## config.mk

```make
export PLATFORM = sky130hd
export DESIGN_NAME = pwr_throttle_mon
export DESIGN_NICKNAME = d
export VERILOG_FILES = /design/src/rtl/pwr_thr_pkg.sv /design/src/rtl/pwr_lat_agg.sv /design/src/rtl/pwr_thr_regs.sv /design/src/rtl/pwr_cmp.sv /design/src/rtl/pwr_lim_regs.sv /design/src/rtl/pwr_throttle_mon.sv
export SDC_FILE = /design/constraint.sdc
export NUM_CORES = 1
export LEC_CHECK = 0
export BUFFER_PORTS_ARGS = -buffer_cell sky130_fd_sc_hd__buf_2
export CAP_MARGIN = 15
export CORE_ASPECT_RATIO = 0.9
export CORE_MARGIN = 2
export CORE_UTILIZATION = 30
export CTS_CLUSTER_DIAMETER = 40
export DETAILED_ROUTE_END_ITERATION = 12
export MAX_ROUTING_LAYER = met4
export SLEW_MARGIN = 40
export SYNTH_ARGS = -nofsm -noshare
export SYNTH_HDL_FRONTEND = slang
export SYNTH_SLANG_ARGS = --single-unit
```

## constraint.sdc

```tcl
create_clock -name clk -period 2.4 [get_ports clk]
set_input_delay 0.48 -clock clk [delete_from_list [all_inputs] [get_ports clk]]
set_output_delay 0.48 -clock clk [all_outputs]
set_load 0.005 [all_outputs]
```

## src/rtl/pwr_thr_pkg.sv

```systemverilog
package pwr_thr_pkg;
  typedef enum logic [1:0] {
    LVL_NONE  = 2'd0,
    LVL_HALF  = 2'd1,
    LVL_HEAVY = 2'd2
  } thr_lvl_e;

  localparam int OFF_STAT = 'h08;
  localparam int OFF_THR  = 'h10;
  localparam int OFF_HLIM = 'h18;
  localparam int OFF_DLIM = 'h20;

  localparam int THR_LO_POS = 0;
  localparam int THR_HI_POS = 8;
  localparam int ALM_LO_POS = 16;
  localparam int ALM_HI_POS = 17;
endpackage

```

## src/rtl/pwr_lat_agg.sv

```systemverilog
module pwr_lat_agg #(
  parameter int NU = 4
) (
  input  logic          clk,
  input  logic          rst,
  input  logic [NU-1:0] tol_in,
  output logic          lat_q
);
  always_ff @(posedge clk) begin
    if (rst) lat_q <= 1'b0;
    else     lat_q <= &tol_in;
  end
endmodule

```

## src/rtl/pwr_thr_regs.sv

```systemverilog
module pwr_thr_regs #(
  parameter int          TW      = 7,
  parameter logic [TW-1:0] THR_RST = '1
) (
  input  logic          clk,
  input  logic          rst,
  input  logic          wr_en,
  input  logic [15:0]   wdata,
  input  logic [1:0]    wstrb,
  output logic [1:0][TW-1:0] thr_q
);
  for (genvar g = 0; g < 2; g++) begin : g_lane
    always_ff @(posedge clk) begin
      if (rst)
        thr_q[g] <= THR_RST;
      else if (wr_en && wstrb[g])
        thr_q[g] <= wdata[g*8 +: TW];
    end
  end
endmodule

```

## src/rtl/pwr_cmp.sv

```systemverilog
module pwr_cmp
  import pwr_thr_pkg::*;
#(
  parameter int PW = 18,
  parameter int TW = 7
) (
  input  logic               clk,
  input  logic               rst,
  input  logic [PW-1:0]      pwr_in,
  input  logic [1:0][TW-1:0] thr,
  output logic [PW-1:0]      pwr_q,
  output logic [1:0]         alm_q,
  output thr_lvl_e           lvl_q
);
  logic [1:0] ge;

  always_ff @(posedge clk) begin
    if (rst) pwr_q <= '0;
    else     pwr_q <= pwr_in;
  end

  for (genvar g = 0; g < 2; g++) begin : g_cmp
    assign ge[g] = pwr_q >= PW'(thr[g]);
  end

  always_ff @(posedge clk) begin
    if (rst) begin
      alm_q <= '0;
      lvl_q <= LVL_NONE;
    end else begin
      alm_q <= ge;
      if (ge[1])      lvl_q <= LVL_HEAVY;
      else if (ge[0]) lvl_q <= LVL_HALF;
      else            lvl_q <= LVL_NONE;
    end
  end
endmodule

```

## src/rtl/pwr_lim_regs.sv

```systemverilog
module pwr_lim_regs #(
  parameter int LW = 15
) (
  input  logic               clk,
  input  logic               rst,
  input  logic [1:0][LW:0]   word_in,
  output logic [1:0][LW:0]   word_q,
  output logic [1:0][LW-1:0] eff_q
);
  for (genvar g = 0; g < 2; g++) begin : g_lim
    always_ff @(posedge clk) begin
      if (rst) begin
        word_q[g] <= '0;
        eff_q[g]  <= '0;
      end else begin
        word_q[g] <= word_in[g];
        eff_q[g]  <= word_in[g][LW] ? word_in[g][LW-1:0] : '0;
      end
    end
  end
endmodule

```

## src/rtl/pwr_throttle_mon.sv

```systemverilog
module pwr_throttle_mon
  import pwr_thr_pkg::*;
#(
  parameter int PW = 18,
  parameter int TW = 7,
  parameter int LW = 15,
  parameter int NU = 4,
  parameter int AW = 6,
  parameter int DW = 64
) (
  input  logic          clk,
  input  logic          rst,
  input  logic [PW-1:0] pwr_in,
  input  logic [NU-1:0] unit_tol_in,
  input  logic [LW:0]   host_lim_word,
  input  logic [LW:0]   dev_lim_word,
  input  logic          csr_wr,
  input  logic          csr_rd,
  input  logic [AW-1:0] csr_addr,
  input  logic [DW-1:0] csr_wdata,
  input  logic [DW/8-1:0] csr_wstrb,
  output logic [DW-1:0] csr_rdata,
  output logic          csr_rvalid,
  output logic [1:0]    throttle_lvl,
  output logic          alarm_lo,
  output logic          alarm_hi,
  output logic          lat_tol,
  output logic [LW-1:0] host_lim_eff,
  output logic [LW-1:0] dev_lim_eff
);
  localparam int LAT_POS = PW;

  logic [1:0][TW-1:0] thr;
  logic [TW-1:0]      thr_lo, thr_hi;
  logic [PW-1:0]      pwr_q;
  logic [1:0]         alm_q;
  thr_lvl_e           lvl_q;
  logic               lat_q;
  logic [1:0][LW:0]   lim_word_q;
  logic [1:0][LW-1:0] lim_eff_q;
  logic               thr_wr;
  logic [DW-1:0]      rd_mux;
  wire                unused_ok = ^{csr_wdata[DW-1:16], csr_wstrb[DW/8-1:2]};

  assign thr_wr = csr_wr && (csr_addr == AW'(OFF_THR));

  pwr_thr_regs #(.TW(TW)) u_thr (
    .clk(clk), .rst(rst), .wr_en(thr_wr),
    .wdata(csr_wdata[15:0]), .wstrb(csr_wstrb[1:0]), .thr_q(thr)
  );

  assign thr_lo = thr[0];
  assign thr_hi = thr[1];

  pwr_cmp #(.PW(PW), .TW(TW)) u_cmp (
    .clk(clk), .rst(rst), .pwr_in(pwr_in), .thr(thr),
    .pwr_q(pwr_q), .alm_q(alm_q), .lvl_q(lvl_q)
  );

  pwr_lat_agg #(.NU(NU)) u_lat (
    .clk(clk), .rst(rst), .tol_in(unit_tol_in), .lat_q(lat_q)
  );

  pwr_lim_regs #(.LW(LW)) u_lim (
    .clk(clk), .rst(rst), .word_in({dev_lim_word, host_lim_word}),
    .word_q(lim_word_q), .eff_q(lim_eff_q)
  );

  always_comb begin
    rd_mux = '0;
    if (csr_addr == AW'(OFF_STAT)) begin
      rd_mux[PW-1:0]  = pwr_q;
      rd_mux[LAT_POS] = lat_q;
    end else if (csr_addr == AW'(OFF_THR)) begin
      rd_mux[THR_LO_POS +: TW] = thr_lo;
      rd_mux[THR_HI_POS +: TW] = thr_hi;
      rd_mux[ALM_LO_POS]       = alm_q[0];
      rd_mux[ALM_HI_POS]       = alm_q[1];
    end else if (csr_addr == AW'(OFF_HLIM)) begin
      rd_mux[LW:0] = lim_word_q[0];
    end else if (csr_addr == AW'(OFF_DLIM)) begin
      rd_mux[LW:0] = lim_word_q[1];
    end
  end

  always_ff @(posedge clk) begin
    if (rst) begin
      csr_rdata  <= '0;
      csr_rvalid <= 1'b0;
    end else begin
      csr_rvalid <= csr_rd;
      if (csr_rd) csr_rdata <= rd_mux;
    end
  end

  assign throttle_lvl = lvl_q;
  assign alarm_lo     = alm_q[0];
  assign alarm_hi     = alm_q[1];
  assign lat_tol      = lat_q;
  assign host_lim_eff = lim_eff_q[0];
  assign dev_lim_eff  = lim_eff_q[1];
endmodule

```

Yosys cells after proc, flatten, opt, wreduce, memory -nomap -nowiden. Cells that the tools add are included.

Bits of input ports: 136. Register bits after elaboration: 119. Output and inout bits: 100. Memories kept: 0. Memory bits (read-only): 0. Bits in writable memories: 0. Latch bits: 0. Logic and storage cells: 39.

Add/subtract/negate cells: 0. Order comparisons: 2. Mux-type cells: 11. Shifts and indexed selects: 0. Reduce and logical (&&, ||, !) cells: 7. Equality and inequality tests: 4. Bitwise operators: 2. Divide/modulo/power cells: 0. Multipliers: 0.

Operators with widths (count): $ge 18x7->1 (2); $mux 16 (2); $mux 18 (1); $mux 7 (2); $eq 6x5->1 const B (2); $eq 6x4->1 const B (1); $eq 6x6->1 const B (1); $reduce_or 2->1 (3); $mux 1 (4); $mux 2 (2); $reduce_and 4->1 (1); $logic_and 1x1->1 (3); $not 1->1 (2).

Logic depth before layout (Yosys ltp).
Depth in word-level cells: 5. Mapped depth: 6. Gate-level depth less buffers: 6.

Hierarchy. Synthesis repeated with hierarchy kept, for this count alone.

Cell total of the unflattened synthesis: 463. Area total of the unflattened synthesis: 4840.9 um^2.

Modules (own cells, without submodules): pwr_lim_regs (area each 1741.7 um^2, seq. area each 1241.2 um^2, times used 1, cells each 132); pwr_throttle_mon (area each 1551.5 um^2, seq. area each 400.4 um^2, times used 1, cells each 183); pwr_cmp (area each 975.9 um^2, seq. area each 420.4 um^2, times used 1, cells each 99); pwr_thr_regs (area each 535.5 um^2, seq. area each 280.3 um^2, times used 1, cells each 46); pwr_lat_agg (area each 36.3 um^2, seq. area each 20.0 um^2, times used 1, cells each 3).

Worst setup path before layout. OpenSTA, ideal clock, no wires.

Path kind: input port to flip-flop. Start point: in csr_addr[5]. End point: reg csr_rdata[12]. Path buffers: 2. Required time: 2.270 ns. Arrival time: 1.465 ns. Library setup time: 0.130 ns. Path slack: 0.804 ns. Stages: 6. Path through: and2b_1 clkbuf_1 buf_4 a32o_1 a211oi_1 o31ai_1.

Cells in the longest elaborated chain, start to end: 5. Elaborated cells between the ends (all ways): 8. Classes of those cells: eq/ne: 4; mux: 4.

RTL lines: start: declaration (RTL line pwr_throttle_mon.sv:19) `input logic [AW-1:0] csr_addr,`; $eq 6x6->1 (RTL line pwr_throttle_mon.sv:81) `end else if (csr_addr == AW'(OFF_DLIM)) begin`; $mux 16 (RTL line pwr_throttle_mon.sv:81); $mux 16 (RTL line pwr_throttle_mon.sv:79) `end else if (csr_addr == AW'(OFF_HLIM)) begin`; $mux 7 (RTL line pwr_throttle_mon.sv:74) `end else if (csr_addr == AW'(OFF_THR)) begin`; $mux 18 (*) (RTL line pwr_throttle_mon.sv:71) `if (csr_addr == AW'(OFF_STAT)) begin`; end signal: assignment (RTL line pwr_throttle_mon.sv:92) `if (csr_rd) csr_rdata <= rd_mux;`; end: declaration (RTL line pwr_throttle_mon.sv:22) `output logic [DW-1:0] csr_rdata,`.

Mark *: on every way between the ends. The rest lies on a longest branch, timed or not. A chain may end at the register's enable or synchronous reset.

Final worst setup path.
Start point: reg u_thr.thr_q[6] (netlist bit). End point: reg u_cmp.alm_q[0].

Cells in the longest elaborated chain, start to end: 1.

RTL lines: start: declaration (RTL line pwr_thr_regs.sv:10) `output logic [1:0][TW-1:0] thr_q`; start signal: indexed assignment (RTL line pwr_thr_regs.sv:17) `thr_q[g] <= wdata[g*8 +: TW];`; $ge 18x7->1 (RTL line pwr_cmp.sv:23) `assign ge[g] = pwr_q >= PW'(thr[g]);`; end signal: assignment (RTL line pwr_cmp.sv:31) `alm_q <= ge;`; end: declaration (RTL line pwr_cmp.sv:12) `output logic [1:0] alm_q,`.

Every way passes these cells.

==> flow_summary.toml <==
[sta]
slew_headroom_pct = 52.5
finalSetupViolCount = 0
rsz0062_at_grt = "false"
tns_ns = 0
slew_viol_final = 0
fmax_mhz = 552
worst_clock_skew_ns = 0.0117
hold_viol_final = 0
worst_slew_pin_slew_ns = 0.709
period_share_pct = 75.5
period_minus_slack_ns = 1.81

[cts]
hold_buffers = 0
cts_tree = "built"
clock_latency_ns = 0.40
postCtsSetupBuffers = 0
cts_made_buffers = 17
clk_pin_slew_ns = 0.05
ctsResizeCount = 0
clock_sinks = 118
cts.path.max_buffers = 2
cts_htree_levels = 4
cts_root_buf = "clkbuf_16"

[final_layout]
area_growth_pct = 28.4
diodes = 0
nets = 756
layout_commonest_cell = "buf_2"
register_area_um2 = 2360
final_layout_size_suffix_gt1_share_pct = 28.9
design_area_um2 = 6010
fillers = 1549
layout_common_cells = "buf_2 (134), dfxtp_1 (118), nor2b_1 (53), conb_1 (45), nor2_1 (35)"
multi_input_area_um2 = 1940

[place]
io_buffers = 134
hpwl_mm = 9.17
postPlaceCellArea_um2 = 5330
place_congestion = 0.852

[pwr]
pwr-share-comb_pct = 5.5
power_density_nw_per_um2 = 868
clkPwrFrac_pct = 54.7
seq_power_share_pct = 39.8
switching_share_pct = 19.9
internal-power_w = 0.00418
total_power_w = 0.00522
leakagePower_nw = 2.90
ir_drop_mv = 0.361
power_switching_w = 0.00104

[floorplan]
core_area_um2 = 15300
ioPinCount = 236
die-height_um = 123
die_x_um = 136
initial_core_util_pct = 30.5
rows = 43
die-area_um2 = 16600

[synthesis]
synth_cell_type_count = 42
syn_area_um2 = 4680
async_flop_share_pct = 0
ys_warn_count = 0
synth-main-ff-cell = "dfxtp_1"
synth_cells = 475
seq_area_frac_synth_pct = 50.5
synth-seq-cells = 118
synth_area_per_cell_um2 = 9.85
synth_edf_count = 0

[routing]
firstDrtPassIters = 4
drc_errors = 0
wl_per_cell_um = 14.7
ant_nets = 0
drtIter0Drc = 130
via_count = 3614
vias_per_cell = 4.40
routed_wirelength_mm = 12.0

[critical_path]
critPathBufInv = 1
slowest_stage = "dfxtp_1"
cp-start-kind = "flip-flop"
regToRegSetupSlack_ns = 0.59
crit_family = "compound AO/OA/AOI/OAI gates"
path_cells = "inv_1, ha_1, and3_1, a221o_1, a31oi_1, a21oi_1"
critPathArrivalTime_ns = 2.08
crit_type = "reg2reg"
slowest_delay_ns = 0.43
critPathMaxFanout = 3
worst_setup_path_end_kind = "flip-flop"
required_ns = 2.67

[status]
outcome = "finished clean"

[global_routing]
grt_pass1_wl_mm = 18.5
grt_max_degree = 47
antenna_found_initial = 0
grt_use_total_pct = 15.5
grt_pass1_vias = 3526
overflow = 0

[run]
cap_viol_max_count = 0

[min_path]
hp-class = "in2reg"
-- cells in the mapped netlist, types with 2 or more instances --
master | instances | area, um^2
dfxtp_1 | 118 | 2360
nor2b_1 | 53 | 332
buf_4 | 51 | 383
nor2_1 | 35 | 131
and2_1 | 31 | 194
a21oi_1 | 19 | 95.1
and3_1 | 16 | 100
nor3_1 | 16 | 80.1
inv_1 | 15 | 56.3
ha_1 | 14 | 175
nand2_1 | 12 | 45.0
clkbuf_1 | 11 | 41.3
a22oi_1 | 10 | 75.1
o31ai_1 | 10 | 75.1
a211oi_1 | 9 | 67.6
buf_2 | 8 | 40.0
a2111oi_0 | 5 | 43.8
a32o_1 | 5 | 50.1
a311oi_2 | 4 | 60.1
and4_1 | 3 | 26.3
nand3_1 | 3 | 15.0
a222oi_1 | 2 | 20.0
and2_4 | 2 | 17.5
buf_6 | 2 | 22.5
nand2b_1 | 2 | 12.5
nor4_1 | 2 | 12.5
o21ai_0 | 2 | 10.0
-- power by group through the flow --
stage                     Sequential (W)  Combinational [W]  Clock, W
after floorplan                  0.00211           0.000202         0
after global placement           0.00211           0.000283         0
after detailed placement         0.00212           0.000289         0
after CTS                        0.00208           0.000291   0.00291
after global routing             0.00208           0.000326   0.00301
final                            0.00208           0.000286   0.00286
-- path summary, 6_finish.rpt --
kind                  startpoint              to  depth (start not counted)
setup / recovery  u_thr.thr_q[6]  u_cmp.alm_q[0]                          6
hold / removal         pwr_in[7]  u_cmp.pwr_q[7]                          2
setup reg to reg  u_thr.thr_q[6]  u_cmp.alm_q[0]                          6
hold reg to reg     csr_rdata[0]    csr_rdata[0]                          2
-- kinds of logic after synthesis --
kind of cell,count (synthesis),synth area share [%]
other,1,0.0801
buffers and inverters,88,11.7
DFF,118,50.5
adders and majority gates,14,3.74
and+or+nand+nor,183,22.6
AOI/OAI and AO/OA,71,11.5
-- flip-flops by register name, indices dropped and copies added (netlist names) --
name and cells:
csr_rdata 19, u_lim.eff_q 30, u_thr.thr_q 14, u_cmp.pwr_q 18, u_cmp.alm_q 2, u_lat.lat_q 1
u_cmp.lvl_q 1, csr_rvalid 1, u_lim.word_q 32
-- through the flow --
step	setup slack, ns	util, %	std cells	hold WS, ns
floorplan	0.804	-	519	0.449
global placement	0.406	34.8	789	0.434
detailed placement	0.396	34.8	789	0.444
CTS	0.577	39.2	821	0.267
global route	0.456	39.2	821	0.277
finish	0.588	39.2	821	0.285
-- cell type report --
type / count / area share, %
flip-flops and latches: 118 / 39.3
multi-input cells: 313 / 32.2
repair buffers: 141 / 12.0
clock buffers: 25 / 8.58
well taps: 202 / 4.21
clock inverters: 7 / 2.71
inverters: 15 / 0.937
-- per-layer routing --
| metal | share of wire [%] | vias up | global-route usage [%] |
|---|---|---|---|
| met4 | 0.55 | 0 | 5.40 |
| li1 | - | 1795 | - |
| met5 | 0 | - | - |
| met2 | 48 | 137 | 24.5 |
| met1 | 46 | 1676 | 18.9 |
| met3 | 6.2 | 6 | 4.87 |
No activity file was read; power rests on OpenSTA's default activity.
